### src/rtl/bwt_pkg.sv
package bwt_pkg;
    typedef enum logic [1:0] {
        ST_OFF   = 2'd0,
        ST_WATCH = 2'd1,
        ST_STEP  = 2'd2,
        ST_FIRE  = 2'd3
    } bwt_state_e;

    localparam int IDX_MODE = 0;
    localparam int IDX_MASK = 1;
    localparam int IDX_LO   = 2;
    localparam int IDX_HI   = 3;

    localparam int MB_ROM   = 0;
    localparam int MB_MADDR = 1;
    localparam int MB_MDATA = 2;
    localparam int MB_QWR   = 3;
    localparam int MB_QRD   = 4;
    localparam int MB_FWR   = 5;
    localparam int MB_FRD   = 6;
    localparam int MB_STEP  = 7;
endpackage

### src/rtl/bwt_regs.sv
module bwt_regs
    import bwt_pkg::*;
#(
    parameter int DW   = 8,
    parameter int NREG = 4
) (
    input  logic          clk,
    input  logic          rst_n,
    input  logic          cfg_idx_we,
    input  logic          cfg_dat_we,
    input  logic [DW-1:0] cfg_wdata,
    input  logic          flag_wr,
    input  logic          flag_rd,
    output logic [DW-1:0] cfg_rdata,
    output logic [DW-1:0] mode_q,
    output logic [DW-1:0] mask_q,
    output logic [DW-1:0] lo_q,
    output logic [DW-1:0] hi_q,
    output logic          mode_wr
);
    localparam int IW = $clog2(NREG);

    logic [IW-1:0] idx_q;
    logic [DW-1:0] reg_q [NREG];

    always_ff @(posedge clk or negedge rst_n) begin
        if (!rst_n) begin
            idx_q <= '0;
        end else if (cfg_idx_we) begin
            idx_q <= cfg_wdata[IW-1:0];
        end
    end

    always_ff @(posedge clk or negedge rst_n) begin
        if (!rst_n) begin
            for (int i = 0; i < NREG; i++) reg_q[i] <= '0;
        end else if (cfg_dat_we) begin
            for (int i = 0; i < NREG; i++) begin
                if (idx_q == IW'(i)) reg_q[i] <= cfg_wdata;
            end
        end
    end

    assign mode_wr = cfg_dat_we && (idx_q == IW'(IDX_MODE));
    assign mode_q  = reg_q[IDX_MODE];
    assign mask_q  = reg_q[IDX_MASK];
    assign lo_q    = reg_q[IDX_LO];
    assign hi_q    = reg_q[IDX_HI];

    always_comb begin
        cfg_rdata = reg_q[idx_q];
        if (idx_q == IW'(IDX_MODE)) begin
            cfg_rdata[MB_FWR] = flag_wr;
            cfg_rdata[MB_FRD] = flag_rd;
        end
    end

    // a data write lands in the selected register on the next cycle
    p_data_write_r2: assert property (@(posedge clk) disable iff (!rst_n)
        (cfg_dat_we && !cfg_idx_we && idx_q == IW'(IDX_MASK)) |=> (mask_q == $past(cfg_wdata)));
endmodule

### src/rtl/bwt_match.sv
module bwt_match #(
    parameter int DW = 8
) (
    input  logic            en_rom,
    input  logic            en_maddr,
    input  logic            en_mdata,
    input  logic            q_wr,
    input  logic            q_rd,
    input  logic            en_step,
    input  logic [DW-1:0]   mask_q,
    input  logic [DW-1:0]   lo_q,
    input  logic [DW-1:0]   hi_q,
    input  logic            fetch_vld,
    input  logic [2*DW-1:0] fetch_addr,
    input  logic            mem_stb,
    input  logic            mem_we,
    input  logic [DW-1:0]   mem_addr,
    input  logic [DW-1:0]   mem_data,
    input  logic            insn_done,
    output logic            hit,
    output logic            hit_wr,
    output logic            hit_rd
);
    logic rom_hit;
    logic mem_qual;
    logic addr_ok;
    logic data_ok;
    logic mem_hit;
    logic step_hit;

    always_comb begin
        rom_hit  = en_rom && fetch_vld && (fetch_addr == {hi_q, lo_q});
        mem_qual = mem_stb && ((mem_we && q_wr) || (!mem_we && q_rd));
        addr_ok  = !en_maddr || (mem_addr == lo_q);
        data_ok  = !en_mdata || (((mem_data ^ hi_q) & mask_q) == '0);
        mem_hit  = mem_qual && (en_maddr || en_mdata) && addr_ok && data_ok;
        step_hit = en_step && insn_done;
        hit      = rom_hit || mem_hit || step_hit;
        hit_wr   = mem_hit && mem_we;
        hit_rd   = mem_hit && !mem_we;
    end
endmodule

### src/rtl/bwt_fsm.sv
module bwt_fsm
    import bwt_pkg::*;
#(
    parameter int DW = 8
) (
    input  logic          clk,
    input  logic          rst_n,
    input  logic [DW-1:0] mode_q,
    input  logic          mode_wr,
    input  logic          hit,
    input  logic          hit_wr,
    input  logic          hit_rd,
    output logic          dbg_irq,
    output logic          flag_wr,
    output logic          flag_rd
);
    bwt_state_e state_q;
    bwt_state_e state_d;

    always_comb begin
        unique case (state_q)
            ST_OFF, ST_WATCH, ST_STEP, ST_FIRE: begin
                if (mode_q == '0)       state_d = ST_OFF;
                else if (hit)           state_d = ST_FIRE;
                else if (mode_q[MB_STEP]) state_d = ST_STEP;
                else                    state_d = ST_WATCH;
            end
            default: state_d = ST_OFF;
        endcase
    end

    always_ff @(posedge clk or negedge rst_n) begin
        if (!rst_n) state_q <= ST_OFF;
        else        state_q <= state_d;
    end

    always_comb begin
        dbg_irq = (state_q == ST_FIRE);
    end

    always_ff @(posedge clk or negedge rst_n) begin
        if (!rst_n) begin
            flag_wr <= 1'b0;
            flag_rd <= 1'b0;
        end else if (mode_wr) begin
            flag_wr <= 1'b0;
            flag_rd <= 1'b0;
        end else begin
            flag_wr <= flag_wr | hit_wr;
            flag_rd <= flag_rd | hit_rd;
        end
    end

    // every request cycle follows a trap event
    p_irq_has_cause_r10: assert property (@(posedge clk) disable iff (!rst_n)
        dbg_irq |-> $past(hit));
    // a cause flag only rises together with a request
    p_flag_with_irq_r7: assert property (@(posedge clk) disable iff (!rst_n)
        ($rose(flag_wr) || $rose(flag_rd)) |-> dbg_irq);
    // rewriting the mode clears both cause flags
    p_flag_clear_r7: assert property (@(posedge clk) disable iff (!rst_n)
        mode_wr |=> (!flag_wr && !flag_rd));
    // a zero mode never produces a request
    p_off_silent_r9: assert property (@(posedge clk) disable iff (!rst_n)
        (mode_q == '0) |=> !dbg_irq);
endmodule

### src/rtl/bus_watch_trap.sv
module bus_watch_trap
    import bwt_pkg::*;
#(
    parameter int DW = 8,
    localparam int FAW = 2 * DW
) (
    input  logic           clk,
    input  logic           rst_n,
    input  logic           cfg_idx_we,
    input  logic           cfg_dat_we,
    input  logic [DW-1:0]  cfg_wdata,
    output logic [DW-1:0]  cfg_rdata,
    input  logic           fetch_vld,
    input  logic [FAW-1:0] fetch_addr,
    input  logic           mem_stb,
    input  logic           mem_we,
    input  logic [DW-1:0]  mem_addr,
    input  logic [DW-1:0]  mem_data,
    input  logic           insn_done,
    output logic           dbg_irq
);
    logic [DW-1:0] mode_q;
    logic [DW-1:0] mask_q;
    logic [DW-1:0] lo_q;
    logic [DW-1:0] hi_q;
    logic          mode_wr;
    logic          flag_wr;
    logic          flag_rd;
    logic          hit;
    logic          hit_wr;
    logic          hit_rd;

    bwt_regs #(.DW(DW), .NREG(4)) regs_i (
        .clk(clk), .rst_n(rst_n),
        .cfg_idx_we(cfg_idx_we), .cfg_dat_we(cfg_dat_we), .cfg_wdata(cfg_wdata),
        .flag_wr(flag_wr), .flag_rd(flag_rd), .cfg_rdata(cfg_rdata),
        .mode_q(mode_q), .mask_q(mask_q), .lo_q(lo_q), .hi_q(hi_q),
        .mode_wr(mode_wr)
    );

    bwt_match #(.DW(DW)) match_i (
        .en_rom(mode_q[MB_ROM]), .en_maddr(mode_q[MB_MADDR]),
        .en_mdata(mode_q[MB_MDATA]), .q_wr(mode_q[MB_QWR]),
        .q_rd(mode_q[MB_QRD]), .en_step(mode_q[MB_STEP]),
        .mask_q(mask_q), .lo_q(lo_q), .hi_q(hi_q),
        .fetch_vld(fetch_vld), .fetch_addr(fetch_addr),
        .mem_stb(mem_stb), .mem_we(mem_we), .mem_addr(mem_addr),
        .mem_data(mem_data), .insn_done(insn_done),
        .hit(hit), .hit_wr(hit_wr), .hit_rd(hit_rd)
    );

    bwt_fsm #(.DW(DW)) fsm_i (
        .clk(clk), .rst_n(rst_n), .mode_q(mode_q), .mode_wr(mode_wr),
        .hit(hit), .hit_wr(hit_wr), .hit_rd(hit_rd),
        .dbg_irq(dbg_irq), .flag_wr(flag_wr), .flag_rd(flag_rd)
    );

    // every instruction-complete strobe in step mode yields a request
    p_step_pulse_r8: assert property (@(posedge clk) disable iff (!rst_n)
        (mode_q[MB_STEP] && insn_done) |=> dbg_irq);
    // a memory access without its qualifier bit cannot trap by itself
    p_qual_r4: assert property (@(posedge clk) disable iff (!rst_n)
        (mem_stb && mem_we && !mode_q[MB_QWR] && !mode_q[MB_ROM] && !mode_q[MB_STEP]) |=> !dbg_irq);
endmodule

### config.mk
export PLATFORM = sky130hd
export DESIGN_NAME = bus_watch_trap
export DESIGN_NICKNAME = d
export VERILOG_FILES = /design/src/rtl/bwt_pkg.sv /design/src/rtl/bwt_regs.sv /design/src/rtl/bwt_match.sv /design/src/rtl/bwt_fsm.sv /design/src/rtl/bus_watch_trap.sv
export SDC_FILE = /design/constraint.sdc
export NUM_CORES = 1
export LEC_CHECK = 0
export ABC_AREA = 1
export BUFFER_PORTS_ARGS = -buffer_cell sky130_fd_sc_hd__buf_2
export CAP_MARGIN = 15
export CORE_ASPECT_RATIO = 0.8
export CORE_MARGIN = 3
export CORE_UTILIZATION = 53
export CTS_CLUSTER_SIZE = 25
export DETAILED_ROUTE_END_ITERATION = 10
export GPL_ROUTABILITY_DRIVEN = 0
export PLACE_DENSITY = 0.8
export SKIP_LAST_GASP = 1
export SYNTH_ARGS = -nofsm -noshare
export SYNTH_HDL_FRONTEND = slang
export SYNTH_SLANG_ARGS = --single-unit
### constraint.sdc
create_clock -name clk -period 1.81 [get_ports clk]
set_clock_uncertainty 0.05 [all_clocks]
set_input_delay 0.0905 -clock clk [delete_from_list [all_inputs] [get_ports clk]]
set_output_delay 0.0905 -clock clk [all_outputs]
set_load 0.01 [all_outputs]
# --- After elaboration in Yosys (flattened, before gate mapping) ---
# Cells that the tools add are included.
totals:
  regBits: 38
  in_bits: 48
  output_inout_bits: 9
  word_cells: 62
classes:
  magnitude_cmp: 1
  eq_ne: 8
  n_mux: 10
  bitwise_logic: 5
  reduce_logical: 30
op_table:
  columns: ["cell", "count"]
  rows:
  - ["8-bit binary-select mux with 2-bit select", 1]
  - ["16-bit == test", 1]
  - ["8-bit logical NOT", 2]
  - ["8-bit two-way mux", 2]
  - ["1-bit logical AND", 12]
  - ["2-bit two-way mux", 5]
  - ["8-bit AND", 1]
  - ["2-bit == test (second input constant)", 4]
  - ["8-bit == test", 1]
  - ["2-bit AND reduction", 4]
  - ["8-bit XOR", 1]
  - ["1-bit logical OR", 6]
  - ["2-bit by 1-bit == test with 1-bit output (second input constant)", 2]
  - ["2-bit logical NOT", 2]
  - ["4-bit OR reduction", 1]
  - ["3-bit >= comparator (second input constant)", 1]
  - ["1-bit logical NOT", 3]
  - ["2-bit NOT with 3-bit output", 1]
  - ["1-bit two-way mux", 2]
  - ["1-bit OR", 2]

# --- Longest topological paths before layout ---
depth:
  word_depth: 12
  ltp_mapped: 11
  ltp_nobuf: 11

# --- Hierarchy ---
# From an unflattened synthesis, not the netlist that was laid out.
unflattened:
  cells_unflattened: 347
  area_unflattened_um2: 2392.3
by_module_without_submodules:
  columns: ["module", "instances", "cells_each", "area_per_inst_um2", "seq_area_each_um2"]
  rows:
  - ["bwt_regs", 1, 173, 1572.8, 850.8]
  - ["bwt_match", 1, 152, 646.9, 0.0]
  - ["bwt_fsm", 1, 22, 172.7, 100.1]

# --- Worst setup path after synthesis ---
# No wires, ideal clock.
synth_timing:
  path_kind: "register to output"
  from: "register regs_i.idx_q[1]"
  to: "output port cfg_rdata[5]"
  arrival_ns: 1.119
  required_time_ns: 1.669
  path_slack_ns: 0.550
  path_stages_with_launch: 7
  n_path_buf: 1
  path_cell_list: "dfrtp_1 > buf_2 > nor2_4 > clkinv_1 > o21ai_0 > a221oi_1 > a21oi_1"
synth_between:
  elab_chain_cells: 5
  word_cells_on_any_way: 6
  classes_between: "mux: 4; bitwise: 1; reduce/logical: 1"
synth_rtl:
  columns: ["element", "line_no", "rtl"]
  rows:
  - ["from (decl)", "bwt_regs.sv:23", "logic [IW-1:0] idx_q;"]
  - ["from (signal assigned)", "bwt_regs.sv:30", "idx_q <= cfg_wdata[IW-1:0];"]
  - ["2-bit NOT with 3-bit output (implied by the code)", "bwt_regs.sv:51", "cfg_rdata = reg_q[idx_q];"]
  - ["8-bit binary-select mux with 2-bit select", "bwt_regs.sv:51", null]
  - ["8-bit two-way mux (implied by the code) (2 in a row)", "bwt_regs.sv:51", null]
  - ["2-bit two-way mux *", "bwt_regs.sv:52", "if (idx_q == IW'(IDX_MODE)) begin"]
  - ["to (decl)", "bus_watch_trap.sv:12", "output logic [DW-1:0] cfg_rdata,"]
# Mark *: on every way between the ends. The rest lies on a longest branch, timed or not. The select of a mux whose other input is x is not followed.

# --- Worst setup path after layout ---
layout_timing:
  from: "register regs_i.idx_q[0]"
  to: "output port cfg_rdata[6]"
# Same word-level chain as after synthesis.

==> flow_metrics.py <==
metrics = {
    "status": {
        "run_status": "complete, no violations",
    },
    "logic_synthesis": {
        "netlist_top_cells_count": "nand2_1 (100), inv_1 (40), dfrtp_1 (38)",
        "syn_nets": 355,
        "ys_warn_count": 0,
        "netlist_area_mm2": 0.00221,
        "yosys_register_bits": 38,
        "post_synthesis_average_cell_area_um2": 7.20,
        "synth.top_cells.by_area": "dfrtp_1 (43%), nand2_1 (17%), o21ai_1 (7.9%)",
        "synth_top_flop_cell": "dfrtp_1",
        "synthArstFlopShare_pct": 100,
        "post_synth_inst_count": 307,
        "netlist.top_cell.by_area": "dfrtp_1",
        "post-synth-top-count-cell": "nand2_1",
        "count_of_flip_flops_with_a_built_in_enable_after_synthesis": 0,
        "yosysTopAreaCellShare_pct": 43.0,
        "seq_area_frac_synth_pct": 43.0,
        "synthDistinctLibCells": 26,
    },
    "critical_path": {
        "worst_path_dominant_cell_family": "flip-flops",
        "path_common_cell": "inv_2",
        "timing.critical_path.slowest_stage_cell": "dfrtp_1",
        "critPathMaxFanout": 6,
        "crit_path_cell_chain": "inv_2 -> nand2_2 -> inv_2 -> a221oi_1 -> a21oi_1 -> buf_2",
        "bufs_and_invs_on_worst_path": 3,
        "setup.worst_path.start": "regs_i.idx_q[0]",
        "criticalPathCategory": "reg2out",
        "r2r_cells": 5,
        "reg2reg_slack_ns": 0.37,
        "worst_setup_path_start_kind": "flop",
        "critPathArrivalTime_ns": 1.62,
        "worstReg2RegEnd": "regs_i.mode_q[1]",
        "data_required_critical_path_ns": 1.67,
        "rr_startpoint": "regs_i.idx_q[1]",
        "worstSetupEndpointType": "primary output",
        "crit_path_max_incr_delay_ns": 0.47,
        "critical_path_cell_count": 6,
    },
    "cells_and_area": {
        "n_fill_cell": 355,
        "post_route_cells_drive_above_1_share_pct": 22.3,
        "finalCoreUtilization_pct": 69.1,
        "layout.nets": 420,
        "post_layout_nonfiller_instances": 428,
        "syn_to_final_growth_pct": 22.0,
        "antennaDiodeCount": 0,
        "postLayoutCellArea_mm2": 0.00270,
    },
    "pwr": {
        "power.clock.fraction_pct": 24.8,
        "total_power_mw": 2.82,
        "ir_drop_v": 0.000601,
        "power_frac_seq_pct": 44.8,
        "p_per_area_mw_per_mm2": 1050,
        "power.switching_mw": 1.00,
        "p_leak_nw": 1.46,
        "portion_of_total_power_attributed_to_combinational_logic_pct": 30.4,
        "intPower_mw": 1.82,
        "power.switching_fraction_pct": 35.5,
    },
    "hold_path": {
        "hold_path_startpoint": "mem_we",
        "hold_path_depth": 3,
        "timing.hold.worst.class": "in2reg",
        "hold_end": "fsm_i.flag_wr",
    },
    "global_routing": {
        "grt_max_degree": 39,
        "total_routing_usage_gr_pct": 26.0,
        "overflow": 0,
        "grt_first_pass_wirelength_um": 9970,
        "initial_antenna_violation_count": 0,
        "vias_in_the_first_global_route": 2047,
    },
    "floorplanning": {
        "die_w_um": 78.2,
        "floorplan.initialDensity_pct": 56.6,
        "die_area_mm2": 0.00499,
        "pin_count": 57,
        "die_h_um": 63.8,
        "core_area_mm2": 0.00390,
        "floorplan.rows": 20,
    },
    "route": {
        "drc": 0,
        "vias": 2232,
        "drtAntennaViolNets": 0,
        "first_iter_violations": 198,
        "vias_per_cell": 5.21,
        "detail_route.first_pass.iterations": 5,
        "routed_wire_length_per_instance_um": 14.0,
        "routed_wl_um": 6010,
    },
    "timing": {
        "layout_worst_path_cycle_share_pct": 97.2,
        "timing_hold_violations_final": 0,
        "worst_max_slew_pin_slew_ns": 0.835,
        "grt_setup_unrepaired": "false",
        "setup_viol_count_final": 0,
        "period_minus_slack_ns": 1.76,
        "final.setup.tns_ns": 0,
        "relSlewSlack_pct": 44.4,
        "max_freq_mhz": 568,
        "slew_violations": 0,
    },
    "clocking": {
        "clock-sinks": 38,
        "tritoncts.num_buffers": 5,
        "cts.clk_slew.worst_paths_ns": 0.07,
        "clkLatencyLatePin_ns": 0.29,
        "cts-htree-levels": 2,
        "buffer_cell_driving_the_clock_tree_root": "clkbuf_8",
        "tritoncts": "done",
        "cts-root-to-sink-buffers": 2,
    },
    "placement": {
        "placed_area_mm2": 0.00253,
        "io_buffers": 56,
        "place.detailed.hpwl_um": 4680,
        "place_inst": 414,
    },
    "flow_run": {
        "max_cap_violations": 0,
    },
}
layout by cell type (no fill, tap or decap), types with 5 or more instances in the layout:
cell type	Yosys	final
o221ai_1	5	5
inv_2	8	8
o21ai_0	5	5
xor2_1	5	5
dfrtp_1	38	37
a22oi_1	6	6
xnor2_1	5	5
nand3_1	13	13
clkbuf_8	0	5
o21ai_1	35	35
buf_2	3	56
a21oi_1	5	5
nor2_1	21	21
nand2_2	4	5
inv_1	40	40
nand2_1	100	99
metal layers:
| metal | up-vias | wire (um) | track usage (%) |
|---|---|---|---|
| met5 | - | 0 | 0 |
| met4 | 0 | 96 | 6.99 |
| met3 | 15 | 660 | 4.93 |
| met2 | 141 | 2610 | 40.1 |
| met1 | 970 | 2650 | 37.7 |
| li1 | 1106 | - | - |
stage by stage:
stage | hold WS [ns] | worst slack [ns]
floorplan | -0.255 | 0.550
global placement | 0.198 | 0.399
detailed placement | 0.191 | 0.328
CTS | 0.0543 | 0.0295
global route | 0.0632 | 0.00875
finish | 0.0649 | 0.0506
kinds of logic after synthesis:
family	share of synthesized area, %
flops	43.0
buf+inv	9.85
xor+xnor	3.96
simple gates	27.5
compound gates	15.7
power by group through the flow:
stage	Combinational (mW)	Clock, mW	Sequential (mW)
2_1_floorplan	0.591	0	1.20
3_3_place_gp	0.815	0	1.27
3_5_place_dp	0.838	0	1.27
4_1_cts	0.850	0.706	1.26
5_1_grt	0.984	0.744	1.29
6_report	0.859	0.700	1.26
worst max-delay path by stage:
| stage | to | slack [ns] |
|---|---|---|
| floorplan | cfg_rdata[5] | 0.55 |
| global placement | cfg_rdata[6] | 0.40 |
| detailed placement | cfg_rdata[6] | 0.33 |
| CTS | cfg_rdata[6] | 0.03 |
| global route | cfg_rdata[5] | 0.009 |
| finish | cfg_rdata[6] | 0.05 |
what timing repair did:
item	CTS	global route
hold endpoints to repair	40	0
setup buffers	0	3
hold buffers	3	0
resized for setup	0	2
setup endpoints to repair	0	2
tightest hold or removal path, cell delays in order:
cell     delay (ns)
buf_2          0.12
nand4_1        0.09
a21oi_1        0.07
flip-flops by register name, indices dropped and copies added (netlist names):
register       flops
regs_i.hi_q        8
regs_i.mode_q      8
fsm_i.flag_rd      1
regs_i.mask_q      8
fsm_i.state_q      2
regs_i.lo_q        8
regs_i.idx_q       2
fsm_i.flag_wr      1
layout make-up:
class,count,area (um^2),area share (%)
clock buffer,7,76.3,2.83
clock inverter,1,30.0,1.11
inverter,49,184,6.82
multi-input combinational,215,1040,38.7
sequential,38,952,35.3
tap,55,68.8,2.55
timing repair buffer,63,340,12.6
Power figures use the tool's default switching activity.
